### src/rtl/tx_guard_pkg.sv
package tx_guard_pkg;

    typedef enum logic [1:0] {
        ST_IDLE = 2'd0,
        ST_MSG  = 2'd1,
        ST_LOCK = 2'd2
    } guard_state_t;

endpackage

### src/rtl/failsafe_timer.sv
module failsafe_timer #(
    parameter int TIMEOUT_CYC = 38400,
    localparam int CNT_W = $clog2(TIMEOUT_CYC + 1)
) (
    input  logic clk,
    input  logic rst_n,
    input  logic restart,
    input  logic tx_en,
    output logic expire
);

    localparam logic [CNT_W-1:0] LAST = CNT_W'(TIMEOUT_CYC - 1);

    logic [CNT_W-1:0] cnt_q;

    assign expire = tx_en && (cnt_q == LAST);

    always_ff @(posedge clk or negedge rst_n) begin
        if (!rst_n) begin
            cnt_q <= '0;
        end else if (restart || !tx_en) begin
            cnt_q <= '0;
        end else if (cnt_q != LAST) begin
            cnt_q <= cnt_q + 1'b1;
        end
    end

    // a break in the enable run empties the count
    a_r4_break_restarts: assert property (@(posedge clk) disable iff (!rst_n)
        !tx_en |=> (cnt_q == '0));

    // the count never runs past the limit
    a_r3_count_bounded: assert property (@(posedge clk) disable iff (!rst_n)
        cnt_q <= LAST);

endmodule

### src/rtl/echo_checker.sv
module echo_checker #(
    parameter int WORD_W = 16
) (
    input  logic              clk,
    input  logic              rst_n,
    input  logic              tx_stb,
    input  logic [WORD_W-1:0] tx_word,
    input  logic              rx_stb,
    input  logic              rx_valid,
    input  logic [WORD_W-1:0] rx_word,
    output logic              loop_err
);

    logic [WORD_W-1:0] sent_q;
    logic              err_q;

    always_ff @(posedge clk or negedge rst_n) begin
        if (!rst_n) begin
            sent_q <= '0;
            err_q  <= 1'b0;
        end else begin
            if (tx_stb) begin
                sent_q <= tx_word;
            end
            err_q <= rx_stb && (!rx_valid || (rx_word != sent_q));
        end
    end

    assign loop_err = err_q;

    // an invalid echo is always reported
    a_r6_invalid_flags: assert property (@(posedge clk) disable iff (!rst_n)
        (rx_stb && !rx_valid) |=> loop_err);

    // no report without an echo strobe
    a_r5_only_on_echo: assert property (@(posedge clk) disable iff (!rst_n)
        !rx_stb |=> !loop_err);

endmodule

### src/rtl/guard_fsm.sv
module guard_fsm
    import tx_guard_pkg::*;
(
    input  logic clk,
    input  logic rst_n,
    input  logic msg_start,
    input  logic msg_end,
    input  logic msg_bcast,
    input  logic expire,
    input  logic loop_err,
    output logic lockout,
    output logic fail_n
);

    guard_state_t state_q, state_d;
    logic         tout_q, loop_q, fail_n_q;
    logic         trip;

    assign trip = (state_q == ST_MSG) && expire;

    // next-state logic
    always_comb begin
        state_d = state_q;
        unique case (state_q)
            ST_IDLE: begin
                if (msg_start) state_d = ST_MSG;
            end
            ST_MSG: begin
                if (msg_start)    state_d = ST_MSG;
                else if (msg_end) state_d = ST_IDLE;
                else if (expire)  state_d = ST_LOCK;
            end
            ST_LOCK: begin
                if (msg_start)    state_d = ST_MSG;
                else if (msg_end) state_d = ST_IDLE;
            end
            default: state_d = ST_IDLE;
        endcase
    end

    // state register
    always_ff @(posedge clk or negedge rst_n) begin
        if (!rst_n) state_q <= ST_IDLE;
        else        state_q <= state_d;
    end

    // per-message record and verdict
    always_ff @(posedge clk or negedge rst_n) begin
        if (!rst_n) begin
            tout_q   <= 1'b0;
            loop_q   <= 1'b0;
            fail_n_q <= 1'b1;
        end else if (msg_start) begin
            tout_q <= 1'b0;
            loop_q <= 1'b0;
        end else begin
            if (trip)     tout_q <= 1'b1;
            if (loop_err) loop_q <= 1'b1;
            if (msg_end && !msg_bcast) begin
                fail_n_q <= !(tout_q || loop_q || trip || loop_err);
            end
        end
    end

    // outputs
    always_comb begin
        lockout = (state_q == ST_LOCK);
        fail_n  = fail_n_q;
    end

    // a trip inside a message locks the transmitter
    a_r3_trip_locks: assert property (@(posedge clk) disable iff (!rst_n)
        (trip && !msg_start && !msg_end) |=> lockout);

    // a new message always leaves lockout
    a_r11_start_unlocks: assert property (@(posedge clk) disable iff (!rst_n)
        msg_start |=> !lockout);

endmodule

### src/rtl/tx_guard_top.sv
module tx_guard_top #(
    parameter int WORD_W      = 16,
    parameter int TIMEOUT_CYC = 38400
) (
    input  logic              clk,
    input  logic              rst_n,
    input  logic              msg_start,
    input  logic              msg_end,
    input  logic              msg_bcast,
    input  logic              tx_en_in,
    output logic              tx_en_out,
    input  logic              tx_stb,
    input  logic [WORD_W-1:0] tx_word,
    input  logic              rx_stb,
    input  logic              rx_valid,
    input  logic [WORD_W-1:0] rx_word,
    output logic              fail_n
);

    logic expire, loop_err, lockout;

    failsafe_timer #(.TIMEOUT_CYC(TIMEOUT_CYC)) u_timer (
        .clk     (clk),
        .rst_n   (rst_n),
        .restart (msg_start),
        .tx_en   (tx_en_in),
        .expire  (expire)
    );

    echo_checker #(.WORD_W(WORD_W)) u_echo (
        .clk      (clk),
        .rst_n    (rst_n),
        .tx_stb   (tx_stb),
        .tx_word  (tx_word),
        .rx_stb   (rx_stb),
        .rx_valid (rx_valid),
        .rx_word  (rx_word),
        .loop_err (loop_err)
    );

    guard_fsm u_fsm (
        .clk       (clk),
        .rst_n     (rst_n),
        .msg_start (msg_start),
        .msg_end   (msg_end),
        .msg_bcast (msg_bcast),
        .expire    (expire),
        .loop_err  (loop_err),
        .lockout   (lockout),
        .fail_n    (fail_n)
    );

    assign tx_en_out = tx_en_in && !lockout;

    // broadcast end keeps the verdict
    a_r8_bcast_holds: assert property (@(posedge clk) disable iff (!rst_n)
        (msg_end && msg_bcast) |=> $stable(fail_n));

    // verdict moves only after a message end
    a_r9_end_only: assert property (@(posedge clk) disable iff (!rst_n)
        !msg_end |=> $stable(fail_n));

    // an echo failure in a non-broadcast message drives the verdict low
    a_r7_err_reported: assert property (@(posedge clk) disable iff (!rst_n)
        (msg_end && !msg_bcast && !msg_start && loop_err) |=> !fail_n);

endmodule

### config.mk
export PLATFORM = sky130hd
export DESIGN_NAME = tx_guard_top
export DESIGN_NICKNAME = d
export VERILOG_FILES = /design/src/rtl/tx_guard_pkg.sv /design/src/rtl/failsafe_timer.sv /design/src/rtl/echo_checker.sv /design/src/rtl/guard_fsm.sv /design/src/rtl/tx_guard_top.sv
export SDC_FILE = /design/constraint.sdc
export NUM_CORES = 1
export LEC_CHECK = 0
export BUFFER_PORTS_ARGS = -buffer_cell sky130_fd_sc_hd__buf_2
export CORE_MARGIN = 8
export CORE_UTILIZATION = 44
export CTS_CLUSTER_SIZE = 25
export DETAILED_ROUTE_END_ITERATION = 10
export GPL_TIMING_DRIVEN = 0
export PLACE_DENSITY = 0.67
export SYNTH_ARGS = -nofsm -noshare
export SYNTH_HDL_FRONTEND = slang
export SYNTH_SLANG_ARGS = --single-unit
### constraint.sdc
create_clock -name clk -period 2 [get_ports clk]
set_input_delay 0.2 -clock clk [delete_from_list [all_inputs] [get_ports clk]]
set_output_delay 0.2 -clock clk [all_outputs]
set_load 0.005 [all_outputs]
==> results of run 1 <==
[Yosys cell counts (2+ instances only)]
library cell	instances	share of area, %
or4_1	2	0.81
nor3_1	2	0.54
or3_1	5	1.7
nand2b_1	2	0.67
a31oi_1	4	1.3
clkbuf_1	2	0.40
nor4_1	3	1.0
and4_1	2	0.94
o21ai_0	6	1.6
xor2_1	3	1.4
nand4_1	6	2.0
nor2_1	9	1.8
nand2_1	4	0.81
nand3_1	7	1.9
a21oi_1	8	2.2
mux2_2	16	9.7
nand4bb_1	2	1.2
dfrtp_1	37	50
inv_1	3	0.61
xnor2_1	18	8.5
a211oi_1	2	0.81
o31ai_1	2	0.81
[registers in the layout (all words and copies together) (netlist names)]
register         flops
u_echo.sent_q       16
u_fsm.loop_q         1
u_echo.loop_err      1
u_fsm.fail_n         1
u_fsm.tout_q         1
u_fsm.state_q        2
u_timer.cnt_q       16
[worst max-delay path, delay by kind of cell, from the launching register on]
kind	cells	cell delay, ns
compound gates	1	0.25
buf+inv	1	0.23
flops	1	0.43
simple gates	3	0.88
[final cells by class]
type,count,area (um2),area share (%)
Inverter,4,15.0,0.664
Timing Repair Buffer,42,213,9.41
Multi-Input combinational cell,117,888,39.3
Sequential cell,38,952,42.1
Buffer,4,18.8,0.831
Clock buffer,8,110,4.87
Tap cell,50,62.6,2.77
[repair_timing]
action	in CTS	in global routing
endpoints found under the setup margin	2	5
pin swaps	1	1
gates resized for setup	1	2
endpoints found under the hold margin	0	0
setup buffers	1	0
[kinds of logic (layout without fill, tap and decap cells)]
kind of cell / Yosys count / count (layout) / synth area share (%)
simple gates: 52 / 52 / 17.4
flops: 38 / 38 / 51.3
compound gates: 26 / 26 / 8.63
xor+xnor: 21 / 21 / 9.91
mux: 17 / 17 / 10.2
buf+inv: 8 / 58 / 1.82
fa+ha+maj: 1 / 1 / 0.674
[metrics by stage]
step / total power [uW] / hold slack, ns / util, % / instance area [um2] / worst slack (ns)
detailed placement: 1030 / 0.352 / 52.7 / 2120 / -0.0911
global placement: 1020 / 0.333 / 52.7 / 2120 / 0.0000999
global route: 1700 / 0.0742 / 56.1 / 2260 / -0.0186
floorplan: 950 / -0.0956 / - / 1860 / 0.231
finish: 1630 / -0.000423 / 56.1 / 2260 / 0.131
CTS: 1660 / 0.0348 / 55.8 / 2250 / 0.0415
[routing by layer]
metal	track usage, %	part of all wire (%)	up-vias	wire length (um)
met2	21.7	46	48	1890
met4	7.32	1.9	0	79
met1	15.7	44	655	1810
li1	-	-	699	-
met3	5.74	7.7	7	317
met5	0	0	-	0
[report_power, final]
part	internal (uW)	leakage [uW]	switching, uW
logic	101	0.000409	72.6
clock network	348	0.0000575	266
registers	812	0.000483	29.1
[layout by cell type, fill, tap and decap left out, types with 3 or more instances in the layout]
master,synthesis,final
dfrtp_1,37,37
buf_2,0,41
xnor2_1,18,18
inv_1,3,3
nor2_1,9,9
a31oi_1,4,4
a21oi_1,8,8
clkbuf_8,0,8
nand4_1,6,6
nand3_1,7,7
nor4_1,3,3
mux2_2,16,16
nand2_1,4,4
xor2_1,3,3
o21ai_0,6,6
or3_1,5,5
[how the worst max path moves through the flow]
| stage | to | slack [ns] | cells after the start |
|---|---|---|---|
| 4_1_cts | u_fsm.state_q[1] | 0.04 | 6 |
| 3_3_place_gp | u_fsm.state_q[1] | 0.0001 | 6 |
| 3_5_place_dp | u_fsm.state_q[1] | -0.09 | 6 |
| 5_1_grt | u_fsm.state_q[1] | -0.02 | 5 |
| 6_report | u_fsm.state_q[1] | 0.13 | 5 |
| 2_1_floorplan | u_fsm.state_q[1] | 0.23 | 6 |
==> results summary, run 1 <==
The routability-driven placement congestion ratio came out at 0.769. The CTS sink count came out at 38. The hold violation count in the final report came out at 4. Summed over all nets, the half-perimeter wirelength after detailed placement is 3.04 mm. The highest cell delay on the worst timing path is 0.43 ns. Clock latency on the worst-skew pair, taken at its later pin, is 0.29 ns. The H-tree depth is 2. The die outline area came out at 6550 um2.

The number of top-level design ports came out at 43. The count of port buffers added during placement came out at 41. The worst setup skew after layout is 0.00772 ns. The number of max-capacitance violations reported is 0. Tracing the worst setup path back leads to its startpoint at u_timer.cnt_q[11].

The power per unit of standard cell area is 721 nW/um2. The die outline height is 80.9 um. The checks that failed: hold timing. The number of instances in the synthesized netlist came out at 163.

The total of warnings raised by yosys is 0. The data arrival at the endpoint of the critical path is 2.08 ns. The initial antenna violation count came out at 0. The worst max-slew margin expressed relative to the limit came out at 44.4%. In this run the critical register-to-register path is launched from u_timer.cnt_q[11]. The most used flip-flop cell after synthesis is dfrtp_1. The net count of the mapped netlist came out at 205.

The count of filler cells inserted in the layout is 350. The pin count of the biggest net entering global routing came out at 39. The critical path in this run is classified as reg2reg. The flow ran to the end, but the final reports show violations. The static power due to leakage came out at 0.000950 uW. The starting density of the core came out at 46.1%. The critical path capture point type is a flip-flop. The final cycle utilization of the critical path is 93.4%. The peak fanout along the critical path came out at 10. The register-to-register path setup slack came out at 0.13 ns. The buffer type at the clock tree root is clkbuf_8.

Hold timing on the final database bottoms out at a slack of -0.000423 ns. Timing would allow up to 535 MHz. The number of distinct library cell variants in the gate-level netlist after synthesis came out at 40. The global-route wire length before repair is 7.05 mm. The number of hold buffers added after CTS came out at 0. The count of unresolved DRC violations after routing came out at 0. The final cell count without fillers is 263. Setup violations remaining at the end of the flow were counted as 0. The depth of the most critical reg-to-reg path is 5. The synthesized design contains 0 enable-type register cells.

The worst IR drop on VDD is 0.458 mV. The via count of the first global-routing pass came out at 1613. The number of placed instances, taps included came out at 254. The core area came out at 4030 um2. No sink is reached through more buffers than the 2 on the longest clock path.

The actual slew at the worst max-slew pin came out at 0.834 ns. The number of CTS-inserted buffers came out at 5. The number of vias per cell after detailed routing came out at 5.36. Traced cell by cell, the critical path runs through nand4bb_1 -> nor4_4 -> buf_4 -> nand4b_1 -> a211oi_2. The total number of vias is 1409.

The share of async-settable or async-resettable flops after synthesis is 100%. The sequential area share after synthesis came out at 51.3%. The count of nets after finishing is 254.

The post-synthesis area per instance came out at 11.4 um2. The final total negative setup slack is 0 ns. In this run the critical register-to-register path is captured at u_fsm.state_q[1].

The slowest stage of the critical path is the dfrtp_1 cell. The residual overflow from global routing came out at 0. The worst hold-check path type is in2async. Global routing used 13.8% of the available tracks.

TritonCTS built the clock tree. Wires add up to 4.10 mm. The fraction of layout instances using a drive strength above 1 is 35.7%. The mean routed wirelength per cell is 15.6 um. The count of antenna-violating nets left after detailed routing came out at 0. The number of max-slew violations in the final report is 0.

After clock tree synthesis, the clock-pin slew on the worst setup and hold paths is 0.08 ns. Setup repair after global routing could not meet its margin everywhere. The chip width came out at 80.9 um. The worst setup path is launched from a flip-flop. The number of cell rows came out at 23. The number of register bits inferred by synthesis is 38.

STA puts the critical path data required time at 2.22 ns. The count of routing violations after the opening detailed-route iteration came out at 166. The final critical-path required period is 1.87 ns. The summed instance area of the synthesized netlist is 1860 um2. The total inserted antenna cells came out at 0. For this run, the detailed router's first-pass iteration total came to 4.

The area growth from synthesis to final layout came out at 21.8%.
Note: power is estimated with default switching activity, not from simulation.
==> run 2, diff against run 1 <==
Settings changed: SYNTH_HIERARCHICAL set to 1.
==> results summary, run 2 <==
The flow ran to the end, and the final reports show no timing, DRC or antenna violations. The die outline height came out at 82.5 um (+2.0%). The routed wire length is 3.90 mm (-4.7%). The initial antenna violation count came out at 0 (unchanged). The starting density of the core is 45.1% (-1.0 points). The final total negative setup slack is 0 ns (unchanged). The total number of vias is 1442 (+2.3%). The slowest stage of the critical path is the dfrtp_1 cell.

The net count of the mapped netlist came to 211 (+2.9%). The via count of the first global-routing pass came out at 1538 (-4.6%). The global-route wire length before repair is 6.60 mm (-6.4%). The number of setup violations in the final report came out at 0 (unchanged).

The total inserted antenna cells is 0 (unchanged). The area after detailed placement is 2220 um2 (+4.5%). The routability-driven placement congestion ratio was 0.768 (about the same). The final standard cell utilization of the core is 54.9% (-1.2 points). The final critical-path required period came out at 1.86 ns (-0.00871 ns). The tightest min-delay check is of the in2async type.

The worst max-slew margin expressed relative to the limit came out at 43.9% (-0.46 points). The number of optimization iterations in the first detailed-route pass came to 4 (unchanged). In the post-synthesis netlist, the cell with the most instances is dfrtp_1. The flip-flop cell with the highest count after synthesis is dfrtp_1. The number of CTS-inserted buffers is 5 (unchanged). The post-synthesis cell type with the largest combined area is dfrtp_1. The die outline area came out at 6810 um2 (+4.0%). The core area came out at 4320 um2 (+7.3%). The static power due to leakage came out at 0.00101 uW (+6.1%). The residual overflow from global routing came out at 0 (unchanged).

The pin count of the biggest net entering global routing came out at 39 (unchanged). The total of warnings raised by yosys is 6 (+6). The number of instances in the synthesized netlist is 169 (+3.7%). The final cycle utilization of the critical path came out at 93.0% (-0.44 points). The total power after layout came out at 1540 uW (-5.7%). The count of nets after finishing is 265 (+4.3%). The number of max-capacitance violations reported is 0 (unchanged). The number of cell rows is 24 (+4.3%). The number of vias per cell after detailed routing is 5.22 (-2.5%). The highest cell delay on the worst timing path is 0.45 ns (+0.02 ns). The post-synthesis area per instance came out at 11.5 um2 (+1.3%).

The worst IR drop on VDD is 0.421 mV (-8.1%). The summed instance area of the synthesized netlist is 1950 um2 (+5.0%). Counting instances in the post-synthesis netlist gives the leading cell types as dfrtp_1 (37), xnor2_1 (18), a21oi_1 (10).

The library cells used most frequently in the layout, excluding fill and tap cells, are buf_2 (42), dfrtp_1 (36), xnor2_1 (18). The clock network latency to the later pin of the worst-skew pair was 0.29 ns (about the same). The number of register bits inferred by synthesis came out at 38 (unchanged).

The mean routed wirelength per cell was 14.1 um (-9.2%). The kind of start point of the critical path is a flip-flop. In the final layout, the registers with the most flip-flops are u_echo/sent_q x16, u_timer/cnt_q x16, u_fsm/state_q x2. The number of max-slew violations in the final report is 0 (unchanged).

The worst setup path is captured at a flip-flop. The area growth from synthesis to final layout is 21.8% (about the same). The main combinational cell family by area after synthesis is simple AND/OR/NAND/NOR gates.

The fraction of layout instances using a drive strength above 1 is 34.8% (-0.86 points). Ranked by total cell area, the synthesized netlist is headed by dfrtp_1 (48%), xnor2_1 (8.1%), mux2_2 (5.2%). The maximum achievable frequency is 538 MHz (+0.47%).

The number of top-level design ports was 43 (unchanged). The global router's overall resource usage came out at 12.4% (-1.4 points). The hold violation count in the final report was 0 (-4).

Walking the worst path, the cells encountered are nand4bb_4 -> nor4_4 -> buf_6 -> and2_1 -> nand3b_1 -> a32o_1. The xor-xnor portion of the synthesized cell area is 8.99% (-0.92 points). The chip width came to 82.5 um (+2.0%). The clock transition at the registers of the reported paths came out at 0.08 ns (about the same). The TritonCTS clock tree is yes.

The count of antenna-violating nets left after detailed routing is 0 (unchanged). The worst setup skew after layout came to 0.00741 ns (-0.000309 ns). The number of hold buffers added after CTS is 0 (unchanged). The count of unresolved DRC violations after routing is 0 (unchanged). The share of the synthesized area in compound gates (AO/OA/AOI/OAI) was 7.71% (-0.92 points). The maximum clock path buffer count came out at 2 (unchanged).

The actual slew at the worst max-slew pin came out at 0.841 ns (+0.00694 ns). The data arrival at the endpoint of the critical path came out at 2.08 ns (about the same). The simple-gate portion of the synthesized area is 21.0% (+3.6 points). The portion of synthesized cell area occupied by the leading cell type is 47.5% (-2.4 points).

The power per unit of standard cell area came out at 647 nW/um2 (-10%). The count of routing violations after the opening detailed-route iteration came out at 35 (-79%). The library cell used most frequently in the layout, excluding fill and tap cells, is buf_2.

The buffer type at the clock tree root is clkbuf_8. The data required time of the critical path is 2.22 ns (about the same). The mux cell area share after synthesis is 10.8% (+0.54 points). The CTS sink count came out at 38 (unchanged). The worst setup path is of the reg2reg kind. The final instance area came out at 2370 um2 (+5.0%). The estimated wirelength of the detail-placed design was 2.87 mm (-5.5%). The sequential area share after synthesis came out at 48.9% (-2.4 points). The share of async-settable or async-resettable flops after synthesis came out at 100% (unchanged). The H-tree depth came out at 2 (unchanged). The arithmetic-cell share of the synthesized area counting full adders, half adders and majority gates came out at 0.642% (-0.032 points). The count of port buffers added during placement is 41 (unchanged). The peak fanout along the critical path was 7 (-3). The number of distinct library cell variants in the gate-level netlist after synthesis came to 45 (+13%). The number of flops mapped to enable cells by yosys came out at 0 (unchanged).
[run 2: final timing paths]
kind                                  start          endpoint  slack (ns)  cells after the start
max                        u_timer/cnt_q[9]      u_fsm/fail_n        0.14                      6
min                                   rst_n  u_echo/sent_q[2]       0.009                      1
max reg2reg                u_timer/cnt_q[9]      u_fsm/fail_n        0.14                      6
min reg2reg                u_fsm/state_q[1]  u_fsm/state_q[0]        0.49                      1
max in group asynchronous             rst_n  u_timer/cnt_q[0]        1.41                      1
min in group clk                    msg_end  u_fsm/state_q[1]        0.09                      2
[run 2: cell families (layout without fill, tap and decap cells)]
| logic type | after synthesis | in the layout |
|---|---|---|
| xor gates and xnor gates | 20 | 20 |
| DFF | 38 | 38 |
| and+or+nand+nor | 59 | 59 |
| buffers and inverters | 7 | 62 |
| adders and majority gates | 1 | 1 |
| muxes | 19 | 19 |
| AOI/OAI and AO/OA | 25 | 25 |
[run 2: through the flow]
stage	setup slack, ns	std cells	hold slack (ns)
after floorplan	0.175	169	-0.0956
after global placement	-0.103	262	0.355
after detailed placement	-0.122	262	0.360
after CTS	0.0558	271	0.0309
after global routing	-0.0178	276	0.0745
final	0.140	276	0.00898
[run 2: where the power goes]
| part | internal [uW] | leakage [uW] | switching [uW] |
|---|---|---|---|
| Clock | 245 | 0.0000374 | 271 |
| Sequential | 812 | 0.000482 | 27.6 |
| Combinational | 105 | 0.000488 | 74.7 |
| Total | 1160 | 0.00101 | 373 |
[run 2: cell type report]
cell class                      count  area [um2]
Inverter                            3        11.3
Clock inverter                      2        15.0
Clock buffer                        6        72.6
Multi-Input combinational cell    124         975
Sequential cell                    38         953
Buffer                              4        31.3
Fill cell                         410        1950
Tap cell                           52        65.1
Timing Repair Buffer               47         250
[run 2: critical path, delay by kind of cell (launching register included)]
kind,cells,cell delay [ns]
AND/OR/NAND/NOR,4,0.93
buffers and inverters,1,0.15
AO/OA/AOI/OAI,1,0.26
flip-flops,1,0.45
[run 2: timing repair]
action / CTS / global route
buffers inserted: 1 / 5
endpoints found under the setup margin: 3 / 4
gates resized for setup: 0 / 5
pin swaps: 1 / 3
[run 2: routing by layer]
metal	wire length (um)	up-vias	GRT usage (%)
met3	295	4	6.28
met4	31	0	3.62
li1	-	723	-
met2	1830	34	20.3
met1	1750	681	14.0
met5	0	-	0
